### config.mk
export PLATFORM = sky130hd
export DESIGN_NAME = i2c_reg_front
export DESIGN_NICKNAME = d
export VERILOG_FILES = /design/src/rtl/i2c_reg_pkg.sv /design/src/rtl/i2c_byte_fifo.sv /design/src/rtl/i2c_reg_ctrl.sv /design/src/rtl/i2c_reg_dpath.sv /design/src/rtl/i2c_reg_front.sv
export SDC_FILE = /design/constraint.sdc
export NUM_CORES = 1
export LEC_CHECK = 0
export BUFFER_PORTS_ARGS = -buffer_cell sky130_fd_sc_hd__buf_4
export CAP_MARGIN = 20
export CELL_PAD_IN_SITES_DETAIL_PLACEMENT = 0
export CELL_PAD_IN_SITES_GLOBAL_PLACEMENT = 2
export CORE_ASPECT_RATIO = 1.75
export CORE_MARGIN = 2
export CORE_UTILIZATION = 25
export CTS_CLUSTER_SIZE = 16
export DETAILED_ROUTE_END_ITERATION = 16
export PLACE_DENSITY_LB_ADDON = 0.1
export SYNTH_ARGS = -nofsm -noshare
export SYNTH_HDL_FRONTEND = slang
export SYNTH_SLANG_ARGS = --single-unit
### constraint.sdc
create_clock -name clk -period 5.57 [get_ports clk]
set_input_delay 0.557 -clock clk [delete_from_list [all_inputs] [get_ports clk]]
set_output_delay 0.557 -clock clk [all_outputs]
set_load 0.02 [all_outputs]
### src/rtl/i2c_reg_pkg.sv
package i2c_reg_pkg;
  localparam logic [7:0] OFS_CMD      = 8'h04;
  localparam logic [7:0] OFS_TGT_HI   = 8'h0C;
  localparam logic [7:0] OFS_TGT_LO   = 8'h10;
  localparam logic [7:0] OFS_DIV_FAST = 8'h14;
  localparam logic [7:0] OFS_DIV_HIGH = 8'h18;
  localparam logic [7:0] OFS_TX_CFG   = 8'h1C;
  localparam logic [7:0] OFS_RX_CFG   = 8'h20;
  localparam logic [7:0] OFS_DATA     = 8'h24;
  localparam logic [7:0] OFS_STAT     = 8'h28;

  localparam int BIT_MASTER = 0;
  localparam int BIT_TEN    = 1;
  localparam int BIT_IRQEN  = 3;
  localparam int BIT_READ   = 4;
  localparam int BIT_COMB   = 5;
  localparam int BIT_START  = 6;
  localparam int BIT_FLUSH  = 7;
  localparam int BIT_CLEAR  = 7;

  typedef enum logic [3:0] {
    SEL_NONE, SEL_CMD, SEL_TGT_HI, SEL_TGT_LO, SEL_DIV_FAST,
    SEL_DIV_HIGH, SEL_TX_CFG, SEL_RX_CFG, SEL_DATA, SEL_STAT
  } regSel_e;

  typedef struct packed {
    logic    wrCmd;
    logic    wrTgtHi;
    logic    wrTgtLo;
    logic    wrDivFast;
    logic    wrDivHigh;
    logic    wrTxCfg;
    logic    wrRxCfg;
    logic    wrData;
    logic    wrStat;
    logic    rdData;
    regSel_e sel;
  } regStrobe_t;
endpackage

### src/rtl/i2c_byte_fifo.sv
module i2c_byte_fifo #(
  parameter int DEPTH = 16,
  parameter int WIDTH = 8
) (
  input  logic             clk,
  input  logic             rstN,
  input  logic             flush,
  input  logic             push,
  input  logic [WIDTH-1:0] pushData,
  input  logic             pop,
  output logic [WIDTH-1:0] head,
  output logic             full,
  output logic             empty
);
  localparam int PTR_W = $clog2(DEPTH);
  localparam int CNT_W = $clog2(DEPTH + 1);

  logic [WIDTH-1:0] mem [DEPTH];
  logic [PTR_W-1:0] wrPtr, rdPtr;
  logic [CNT_W-1:0] count;
  logic doPush, doPop;

  assign full   = (count == CNT_W'(DEPTH));
  assign empty  = (count == '0);
  assign doPush = push && !full && !flush;
  assign doPop  = pop && !empty && !flush;
  assign head   = mem[rdPtr];

  function automatic logic [PTR_W-1:0] stepPtr(input logic [PTR_W-1:0] p);
    return (p == PTR_W'(DEPTH - 1)) ? '0 : p + 1'b1;
  endfunction

  always_ff @(posedge clk) begin
    if (!rstN || flush) begin
      wrPtr <= '0;
      rdPtr <= '0;
      count <= '0;
    end else begin
      if (doPush) wrPtr <= stepPtr(wrPtr);
      if (doPop)  rdPtr <= stepPtr(rdPtr);
      if (doPush && !doPop)      count <= count + 1'b1;
      else if (doPop && !doPush) count <= count - 1'b1;
    end
  end

  always_ff @(posedge clk) begin
    if (doPush) mem[wrPtr] <= pushData;
  end

  p_no_overflow_r6: assert property (@(posedge clk) disable iff (!rstN)
    count <= CNT_W'(DEPTH));
  p_flush_empties_r8: assert property (@(posedge clk) disable iff (!rstN)
    flush |=> empty);
  p_empty_pop_r7: assert property (@(posedge clk) disable iff (!rstN)
    (pop && empty && !push && !flush) |=> empty);
endmodule

### src/rtl/i2c_reg_ctrl.sv
module i2c_reg_ctrl
  import i2c_reg_pkg::*;
#(
  parameter int ADDR_W = 8
) (
  input  logic              clk,
  input  logic              rstN,
  input  logic [ADDR_W-1:0] busAddr,
  input  logic              busWe,
  input  logic              busRe,
  output regStrobe_t        strobe
);
  regSel_e sel;

  always_comb begin
    case (busAddr)
      ADDR_W'(OFS_CMD):      sel = SEL_CMD;
      ADDR_W'(OFS_TGT_HI):   sel = SEL_TGT_HI;
      ADDR_W'(OFS_TGT_LO):   sel = SEL_TGT_LO;
      ADDR_W'(OFS_DIV_FAST): sel = SEL_DIV_FAST;
      ADDR_W'(OFS_DIV_HIGH): sel = SEL_DIV_HIGH;
      ADDR_W'(OFS_TX_CFG):   sel = SEL_TX_CFG;
      ADDR_W'(OFS_RX_CFG):   sel = SEL_RX_CFG;
      ADDR_W'(OFS_DATA):     sel = SEL_DATA;
      ADDR_W'(OFS_STAT):     sel = SEL_STAT;
      default:               sel = SEL_NONE;
    endcase
  end

  always_comb begin
    strobe.sel       = sel;
    strobe.wrCmd     = busWe && (sel == SEL_CMD);
    strobe.wrTgtHi   = busWe && (sel == SEL_TGT_HI);
    strobe.wrTgtLo   = busWe && (sel == SEL_TGT_LO);
    strobe.wrDivFast = busWe && (sel == SEL_DIV_FAST);
    strobe.wrDivHigh = busWe && (sel == SEL_DIV_HIGH);
    strobe.wrTxCfg   = busWe && (sel == SEL_TX_CFG);
    strobe.wrRxCfg   = busWe && (sel == SEL_RX_CFG);
    strobe.wrData    = busWe && (sel == SEL_DATA);
    strobe.wrStat    = busWe && (sel == SEL_STAT);
    strobe.rdData    = busRe && (sel == SEL_DATA);
  end

  // at most one register takes a given write
  p_one_target_r12: assert property (@(posedge clk) disable iff (!rstN)
    $onehot0({strobe.wrCmd, strobe.wrTgtHi, strobe.wrTgtLo, strobe.wrDivFast,
              strobe.wrDivHigh, strobe.wrTxCfg, strobe.wrRxCfg,
              strobe.wrData, strobe.wrStat}));
endmodule

### src/rtl/i2c_reg_dpath.sv
module i2c_reg_dpath
  import i2c_reg_pkg::*;
#(
  parameter int DATA_W     = 32,
  parameter int DIV_W      = 16,
  parameter int FIFO_DEPTH = 16
) (
  input  logic                          clk,
  input  logic                          rstN,
  input  regStrobe_t                    strobe,
  input  logic [DATA_W-1:0]             busWdata,
  output logic [DATA_W-1:0]             busRdata,
  output logic                          cmdMaster,
  output logic                          cmdTenBit,
  output logic                          cmdRead,
  output logic                          cmdCombined,
  output logic                          startPulse,
  output logic [9:0]                    tgtAddr,
  output logic [DIV_W-1:0]              divFast,
  output logic [DIV_W-1:0]              divHigh,
  output logic [$clog2(FIFO_DEPTH)-1:0] rdCount,
  input  logic                          txPop,
  output logic [7:0]                    txData,
  output logic                          txEmpty,
  input  logic                          rxPush,
  input  logic [7:0]                    rxData,
  output logic                          rxFull,
  input  logic                          evDone,
  input  logic                          evAddrNak,
  input  logic                          evDataNak,
  output logic                          irq
);
  localparam int LVL_W = $clog2(FIFO_DEPTH);

  logic             cmdIrqEn;
  logic [6:0]       tgtLo;
  logic [2:0]       tgtHi;
  logic [LVL_W-1:0] txCfg, rxCfg;
  logic [2:0]       status, events;
  logic [7:0]       rxHead;
  logic             rxEmpty, txFull;
  logic             txFlush, rxFlush, statClear, startReq;
  logic             unusedBits;

  assign unusedBits = ^busWdata[DATA_W-1:DIV_W] ^ txFull;
  assign events     = {evDataNak, evAddrNak, evDone};
  assign txFlush    = strobe.wrTxCfg && busWdata[BIT_FLUSH];
  assign rxFlush    = strobe.wrRxCfg && busWdata[BIT_FLUSH];
  assign statClear  = strobe.wrStat && busWdata[BIT_CLEAR];
  assign startReq   = strobe.wrCmd && busWdata[BIT_START];
  assign tgtAddr    = {tgtHi, tgtLo};
  assign rdCount    = rxCfg;
  assign irq        = cmdIrqEn && (|status);

  always_ff @(posedge clk) begin
    if (!rstN) begin
      {cmdMaster, cmdTenBit, cmdIrqEn, cmdRead, cmdCombined, startPulse} <= '0;
      tgtLo   <= '0;
      tgtHi   <= '0;
      divFast <= '0;
      divHigh <= '0;
      txCfg   <= '0;
      rxCfg   <= '0;
      status  <= '0;
    end else begin
      startPulse <= startReq;
      if (strobe.wrCmd) begin
        cmdMaster   <= busWdata[BIT_MASTER];
        cmdTenBit   <= busWdata[BIT_TEN];
        cmdIrqEn    <= busWdata[BIT_IRQEN];
        cmdRead     <= busWdata[BIT_READ];
        cmdCombined <= busWdata[BIT_COMB];
      end
      if (strobe.wrTgtLo)   tgtLo   <= busWdata[6:0];
      if (strobe.wrTgtHi)   tgtHi   <= busWdata[2:0];
      if (strobe.wrDivFast) divFast <= busWdata[DIV_W-1:0];
      if (strobe.wrDivHigh) divHigh <= busWdata[DIV_W-1:0];
      if (strobe.wrTxCfg)   txCfg   <= busWdata[LVL_W-1:0];
      if (strobe.wrRxCfg)   rxCfg   <= busWdata[LVL_W-1:0];
      status <= (statClear ? 3'b000 : status) | events;
    end
  end

  i2c_byte_fifo #(.DEPTH(FIFO_DEPTH), .WIDTH(8)) txFifo (
    .clk(clk), .rstN(rstN), .flush(txFlush),
    .push(strobe.wrData), .pushData(busWdata[7:0]),
    .pop(txPop), .head(txData), .full(txFull), .empty(txEmpty));

  i2c_byte_fifo #(.DEPTH(FIFO_DEPTH), .WIDTH(8)) rxFifo (
    .clk(clk), .rstN(rstN), .flush(rxFlush),
    .push(rxPush), .pushData(rxData),
    .pop(strobe.rdData), .head(rxHead), .full(rxFull), .empty(rxEmpty));

  always_comb begin
    busRdata = '0;
    case (strobe.sel)
      SEL_CMD: begin
        busRdata[BIT_MASTER] = cmdMaster;
        busRdata[BIT_TEN]    = cmdTenBit;
        busRdata[BIT_IRQEN]  = cmdIrqEn;
        busRdata[BIT_READ]   = cmdRead;
        busRdata[BIT_COMB]   = cmdCombined;
        busRdata[BIT_START]  = startPulse;
      end
      SEL_TGT_HI:   busRdata = DATA_W'(tgtHi);
      SEL_TGT_LO:   busRdata = DATA_W'(tgtLo);
      SEL_DIV_FAST: busRdata = DATA_W'(divFast);
      SEL_DIV_HIGH: busRdata = DATA_W'(divHigh);
      SEL_TX_CFG:   busRdata = DATA_W'(txCfg);
      SEL_RX_CFG:   busRdata = DATA_W'(rxCfg);
      SEL_DATA:     busRdata = rxEmpty ? '0 : DATA_W'(rxHead);
      SEL_STAT:     busRdata = DATA_W'(status);
      default:      busRdata = '0;
    endcase
  end

  p_start_single_r3: assert property (@(posedge clk) disable iff (!rstN)
    (startPulse && !startReq) |=> !startPulse);
  p_status_clear_r10: assert property (@(posedge clk) disable iff (!rstN)
    (statClear && (events == 3'b000)) |=> (status == 3'b000));
  p_irq_sticky_r11: assert property (@(posedge clk) disable iff (!rstN)
    (irq && !statClear && !strobe.wrCmd) |=> irq);
endmodule

### src/rtl/i2c_reg_front.sv
module i2c_reg_front
  import i2c_reg_pkg::*;
#(
  parameter int ADDR_W     = 8,
  parameter int DATA_W     = 32,
  parameter int DIV_W      = 16,
  parameter int FIFO_DEPTH = 16,
  localparam int LVL_W     = $clog2(FIFO_DEPTH)
) (
  input  logic              clk,
  input  logic              rstN,
  input  logic [ADDR_W-1:0] busAddr,
  input  logic              busWe,
  input  logic              busRe,
  input  logic [DATA_W-1:0] busWdata,
  output logic [DATA_W-1:0] busRdata,
  output logic              cmdMaster,
  output logic              cmdTenBit,
  output logic              cmdRead,
  output logic              cmdCombined,
  output logic              startPulse,
  output logic [9:0]        tgtAddr,
  output logic [DIV_W-1:0]  divFast,
  output logic [DIV_W-1:0]  divHigh,
  output logic [LVL_W-1:0]  rdCount,
  input  logic              txPop,
  output logic [7:0]        txData,
  output logic              txEmpty,
  input  logic              rxPush,
  input  logic [7:0]        rxData,
  output logic              rxFull,
  input  logic              evDone,
  input  logic              evAddrNak,
  input  logic              evDataNak,
  output logic              irq
);
  regStrobe_t strobe;

  i2c_reg_ctrl #(.ADDR_W(ADDR_W)) ctrl (
    .clk(clk), .rstN(rstN), .busAddr(busAddr), .busWe(busWe),
    .busRe(busRe), .strobe(strobe));

  i2c_reg_dpath #(.DATA_W(DATA_W), .DIV_W(DIV_W), .FIFO_DEPTH(FIFO_DEPTH)) dpath (
    .clk(clk), .rstN(rstN), .strobe(strobe), .busWdata(busWdata),
    .busRdata(busRdata), .cmdMaster(cmdMaster), .cmdTenBit(cmdTenBit),
    .cmdRead(cmdRead), .cmdCombined(cmdCombined), .startPulse(startPulse),
    .tgtAddr(tgtAddr), .divFast(divFast), .divHigh(divHigh),
    .rdCount(rdCount), .txPop(txPop), .txData(txData), .txEmpty(txEmpty),
    .rxPush(rxPush), .rxData(rxData), .rxFull(rxFull), .evDone(evDone),
    .evAddrNak(evAddrNak), .evDataNak(evDataNak), .irq(irq));
endmodule

Word level (Yosys, flattened, before mapping)
Memory sizes are Yosys's and may differ from the RTL's. A register that Yosys moved wholly into a read port is not among the register bits.
Cells that the tools add are included.
Widths: inputs -> output; s select.

storage, ports and cells
  register bits after elaboration = 85
  RAM bits = 256
  input port bits = 57
  output and inout bits = 94
  logic and storage cells = 122
  memories = 2

operators by class
  add/subtract/negate cells = 8
  eq/ne operators = 24
  muxes and demuxes = 23
  bitwise logic cells = 1
  reductions and logical operators = 45

memory list
  memory            depth  bits a word  rd ports  clocked after memory_dff  wr ports  RTL line             RTL
  dpath.rxFifo.mem  16     8            1         1                         1         i2c_byte_fifo.sv:18  logic [WIDTH-1:0] mem [DEPTH];
  dpath.txFifo.mem  16     8            1         1                         1         i2c_byte_fifo.sv:18

operators by type and width
  cell                 number
  $pmux 25 s3          1
  $pmux 4 s9           1
  $eq 8x5->1 const B   4
  $mux 4               8
  $pmux 4 s7           1
  $logic_and 1x1->1    27
  $eq 4x4->1 const B   6
  $eq 8x6->1 const B   3
  $mux 5               4
  $pmux 2 s9           1
  $add 4x1->4 const B  4
  $eq 4x3->1 const B   4
  $logic_not 1->1      11
  $add 5x1->5 const B  2
  $eq 5x5->1 const B   2
  $logic_not 5->1      2
  $sub 5x1->5 const B  2
  $eq 4x2->1 const B   2
  $eq 8x3->1 const B   1
  $eq 8x4->1 const B   1
  $mux 8               1
  $pmux 1 s8           1
  $eq 4x1->1 const B   1
  $mux 1               4
  other kinds (5)      7

Longest topological paths before layout
  word-level depth = 11
  gate-level depth with buffers = 13
  mapped depth without buffers = 12

Hierarchy
A second synthesis with hierarchy kept.

unflattened totals
  cell total of the unflattened synthesis = 972
  area, all modules = 14,850.5 um^2

by module, submodules not included
  module                        instances  cells each  area an instance (um^2)  seq. area each (um^2)
  i2c_byte_fifo (dpath.rxFifo)  1          328         5,876.9                  4,184.0
  i2c_byte_fifo (dpath.txFifo)  1          316         5,820.6                  4,184.0
  i2c_reg_dpath                 1          294         2,947.8                  1,181.1
  i2c_reg_ctrl                  1          34          205.2                    0.0

Least setup slack after synthesis
No wires, ideal clock.

  kind = input to register
  start point = in busAddr[5]
  end point = reg dpath.txFifo.count[4]
  arrival time = 3.328 ns
  path slack = 2.121 ns
  cell stages on the path = 13
  cells stage by stage = or4b_2 > buf_2 > nor3_2 > nor2_1 > inv_1 > ha_1 > inv_1 > ha_1 > nor2b_1 > o21a_1 > or3_1 > a21oi_1 > mux2_2

on the way
  word-level cells in the longest chain between the ends = 10
  elaborated cells between the ends (all ways) = 26

ends and longest elaborated chain
  what                                                RTL line                                  RTL
  start, declared                                     i2c_reg_front.sv:12                       input logic [ADDR_W-1:0] busAddr,
  $eq 8x6->1, or another cell as far along            i2c_reg_ctrl.sv:16                        case (busAddr)
  $pmux 4 s9 (*)                                      i2c_reg_ctrl.sv:16
  $eq 4x3->1                                          i2c_reg_ctrl.sv:37                        strobe.wrTxCfg = busWe && (sel == SEL_TX_CFG);
  $logic_and 1x1->1                                   i2c_reg_ctrl.sv:37
  $logic_and 1x1->1                                   i2c_reg_dpath.sv:47                       assign txFlush = strobe.wrTxCfg && busWdata[BIT_FLUSH];
  $logic_not 1->1                                     i2c_byte_fifo.sv:25, i2c_byte_fifo.sv:26
  $logic_and 1x1->1 (on tied branches)                i2c_byte_fifo.sv:26, i2c_byte_fifo.sv:25
  $logic_not 1->1 (on tied branches)                  i2c_byte_fifo.sv:41, i2c_byte_fifo.sv:42
  $logic_and 1x1->1 (on tied branches)                i2c_byte_fifo.sv:41, i2c_byte_fifo.sv:42
  $mux 5 / $reduce_bool 2->1 (equally long branches)  n/a
  end signal, assigned                                i2c_byte_fifo.sv:41                       if (doPush && !doPop) count <= count + 1'b1;
  end signal, assigned                                i2c_byte_fifo.sv:42                       else if (doPop && !doPush) count <= count - 1'b1;
  end, declared                                       i2c_byte_fifo.sv:20                       logic [CNT_W-1:0] count;

Mark *: on every way between the ends. The rest lies on a longest branch, timed or not.
A chain may end at the register's enable or synchronous reset.

Worst setup path after layout
  start point = reg dpath.rxFifo.count[0]
  end point = reg dpath.rxFifo.count[4]

on the way
  word-level cells in the longest chain between the ends = 7
  elaborated cells between the ends (all ways) = 17

ends and longest elaborated chain
  what                                                 RTL line
  start, declared                                      i2c_byte_fifo.sv:20
  start signal, assigned                               i2c_byte_fifo.sv:41
  start signal, assigned                               i2c_byte_fifo.sv:42
  branches (longest 7 deep; another with $sub 5x1->5)  n/a

Several ways; the timed one is not identified. The select of a mux whose other input is x is not followed.

==> metrics.csv <==
metric,value,unit
outcome,finished clean,
GP Congestion,0.711,
kind of critical path,reg -> reg,
WP depth,11,
WHS Endpoint,dpath.status[2]$_SDFF_PN0_,
Max Fclk,255,MHz
initial drt markers,425,
Max Slew Vio Count,0,
min-delay worst type,in -> reg,
fin util,30.4,%
#FFs+latches synth,349,
Boundary Pins,151,
Worst Setup Start Kind,flip-flop,
Via density,4.41,
critical path's slowest cell,nor4_1,
Synth area leader,edfxtp_1,
Die W,186,microns
CP top delay family,simple AND/OR/NAND/NOR gates,
first-pass GRT wire length,62.2,mm
synth unique cells,60,
Hold Path Origin,evDataNak,
Syn Inst Count,978,
Worst Path Buf+Inv,1,
crit end category,flip-flop,
Yosys warnings,0,
Clock Latency Late Sink,0.54,ns
CTS Sinks,349,
Worst R2R Path Depth,11,
"critical path fanouts, max",8,
crit-path max cell delay,0.83,ns
die area,60000,sq um
Final nets,1171,
Lkg Pwr,5.86,nW
clock slew at reported path FFs,0.06,ns
worst path arrival time,4.34,ns
post-route cell area,17400,sq um
CTS buffer count,38,
Initial Util,25.3,%
Tot Pwr,6.38,mW
RR Startpoint,dpath.rxFifo.count[0]$_SDFFE_PP0P_,
Post-CTS Setup Bufs,0,
Post-synth ARST share,0,%
Antenna diodes,0,
IO buf count,118,
Synth top area share,53.0,%
via count,8322,
largest net degree at the start of global routing,62,
wire length per cell,22.9,microns
fin crit share,70.4,%
overall routed net length,43.2,mm
Post-synth top flop,edfxtp_1,
P per Cell Area,366,nW/um^2
hold depth,3,
Pre-antenna DRT Iters,5,
Peak supply drop,0.215,mV
syn avg cell area,14.8,sq um
Worst Clk Skew,0.0134,ns
Synth area leaders,"edfxtp_1, dfxtp_1, mux4_2",
Post-DP Area,16200,sq um
row cnt,116,
proportion of synthesized chip area in sequential cells,65.9,%
max-cap viol count,0,
GRT Util Overall,14.6,%
root buffer cell,clkbuf_16,
flop-to-flop setup slack,1.65,ns
Core Box Area,57300,sq um
ordered list of cells on the worst path,"nor4_1, a21boi_0, nor2b_1, ha_1, inv_1, ha_1, nor2b_1, o21a_1, or3_1, a21oi_1, mux2_2",
post-CTS resize count,0,
# setup viols final,0,
CTS Buffer Depth,3,
Worst Max-Slew Pin Slew,1.12,ns
synthesis-to-finish area growth,20.3,%
layout cell share with drive strength beyond 1,24.4,%
residual DRC count,0,
Fin. Hold Viols,0,
DIE HEIGHT,323,microns
Congestion Overflow GR,0,
unrepaired setup endpoints after global routing,no,
relative slew slack,25.0,%
Detail Placement HPWL,31.3,mm
Post-synth EDFFs,256,
# H-tree levels,2,
Crit Reg-Reg Endpoint,dpath.rxFifo.count[4]$_SDFFE_PP0P_,
"Cell Area, Synth",14500,sq um
initial antenna violation count,4,
setup TNS,0,ns
Tmin final,3.92,ns
number of global-route vias before repair,8713,
hold_buf cts,0,
CTS tree,done,
ANT nets after route,0,
WP data required,5.99,ns
==> cells in the final DEF (no fill, tap or decap), types with 7 or more instances in the layout <==
cell         n
buf_4      127
nand3_1     18
nand2b_1     7
edfxtp_1   256
a21boi_0    39
a22o_1       8
and2_1      10
nor3_2       9
a22oi_1     13
nand2_1    104
inv_1       17
clkbuf_16   39
conb_1      16
nor2_1      66
mux2i_1     37
dfxtp_1     90
ha_1        19
nor2b_1     27
o21ai_0      8
a21oi_1     23
clkbuf_1     8
mux4_2      67
==> Yosys cell counts, types with 13 or more instances <==
cell      number
ha_1          19
edfxtp_1     256
inv_1         17
nand2_1      104
a21oi_1       23
nor2_1        66
dfxtp_1       93
buf_4         21
nor2b_1       27
mux4_2        67
nor3_1        14
clkbuf_1      27
mux2i_1       37
nand3_1       18
a22oi_1       13
a21boi_0      39
==> registers in the layout, summed over array words and instances, names as in the netlist, 5 cells and up, named ones only <==
signal	count
dpath.rxFifo.mem	128
dpath.txFifo.mem	128
dpath.divFast	16
dpath.divHigh	16
dpath.tgtLo	7
dpath.rxFifo.count	5
dpath.txFifo.count	5
==> layout make-up <==
| class | count | area [sq um] |
|---|---|---|
| Sequential cell | 349 | 9550 |
| Timing Repair Buffer | 127 | 953 |
| Clock buffer | 50 | 1050 |
| Fill cell | 5782 | 39900 |
| Inverter | 17 | 63.8 |
| Tap cell | 767 | 960 |
| Multi-Input combinational cell | 560 | 4630 |
| Clock inverter | 18 | 230 |
==> worst register-to-register path: stages (launching register included) <==
cell	delay (ns)
dfxtp_1	0.34
nor4_1	0.83
a21boi_0	0.44
nor2b_1	0.36
ha_1	0.32
inv_1	0.14
ha_1	0.26
nor2b_1	0.13
o21a_1	0.18
or3_1	0.30
a21oi_1	0.16
mux2_2	0.34
==> stage by stage <==
step / instances / hold slack (ns) / setup WS (ns)
floorplan: 993 / 0.464 / 2.12
global placement: 1818 / 0.470 / 1.37
detailed placement: 1819 / 0.472 / 1.32
CTS: 1887 / 0.251 / 1.54
global route: 1888 / 0.270 / 1.37
finish: 1888 / 0.271 / 1.65
==> worst max-delay path by stage <==
stage | from | to | slack (ns)
floorplan | busAddr[5] | dpath.txFifo.count[4]$_SDFFE_PP0P_ | 2.12
global placement | busAddr[4] | dpath.txFifo.count[4]$_SDFFE_PP0P_ | 1.37
detailed placement | busAddr[4] | dpath.txFifo.count[4]$_SDFFE_PP0P_ | 1.32
CTS | dpath.rxFifo.count[0]$_SDFFE_PP0P_ | dpath.rxFifo.count[4]$_SDFFE_PP0P_ | 1.54
global route | dpath.rxFifo.count[0]$_SDFFE_PP0P_ | dpath.rxFifo.count[4]$_SDFFE_PP0P_ | 1.37
finish | dpath.rxFifo.count[0]$_SDFFE_PP0P_ | dpath.rxFifo.count[4]$_SDFFE_PP0P_ | 1.65
==> power by group <==
group	internal [mW]	switching (mW)	leakage [nW]
registers	2.86	0.0958	3.06
logic	0.388	0.412	2.18
clock network	1.56	1.06	0.616
==> layer usage <==
layer	vias up	GRT usage, %	part of all wire, %
met4	8	3.92	2.2
li1	3914	-	-
met2	137	29.6	59
met5	-	0	0.14
met3	61	2.53	3.4
met1	4202	14.8	35
==> logic make-up (layout without fill, tap and decap cells) <==
logic type	Yosys count	in the layout	share of synthesized area, %
AND/OR/NAND/NOR	269	269	8.69
AO/OA/AOI/OAI	135	135	6.70
multiplexers	110	110	13.4
adder cells (fa/ha/maj)	21	21	1.92
buffers and inverters	84	212	2.83
XOR/XNOR	9	9	0.544
flip-flops	349	349	65.9
other	1	16	0.0259
Note: power is estimated with default switching activity, not from simulation.
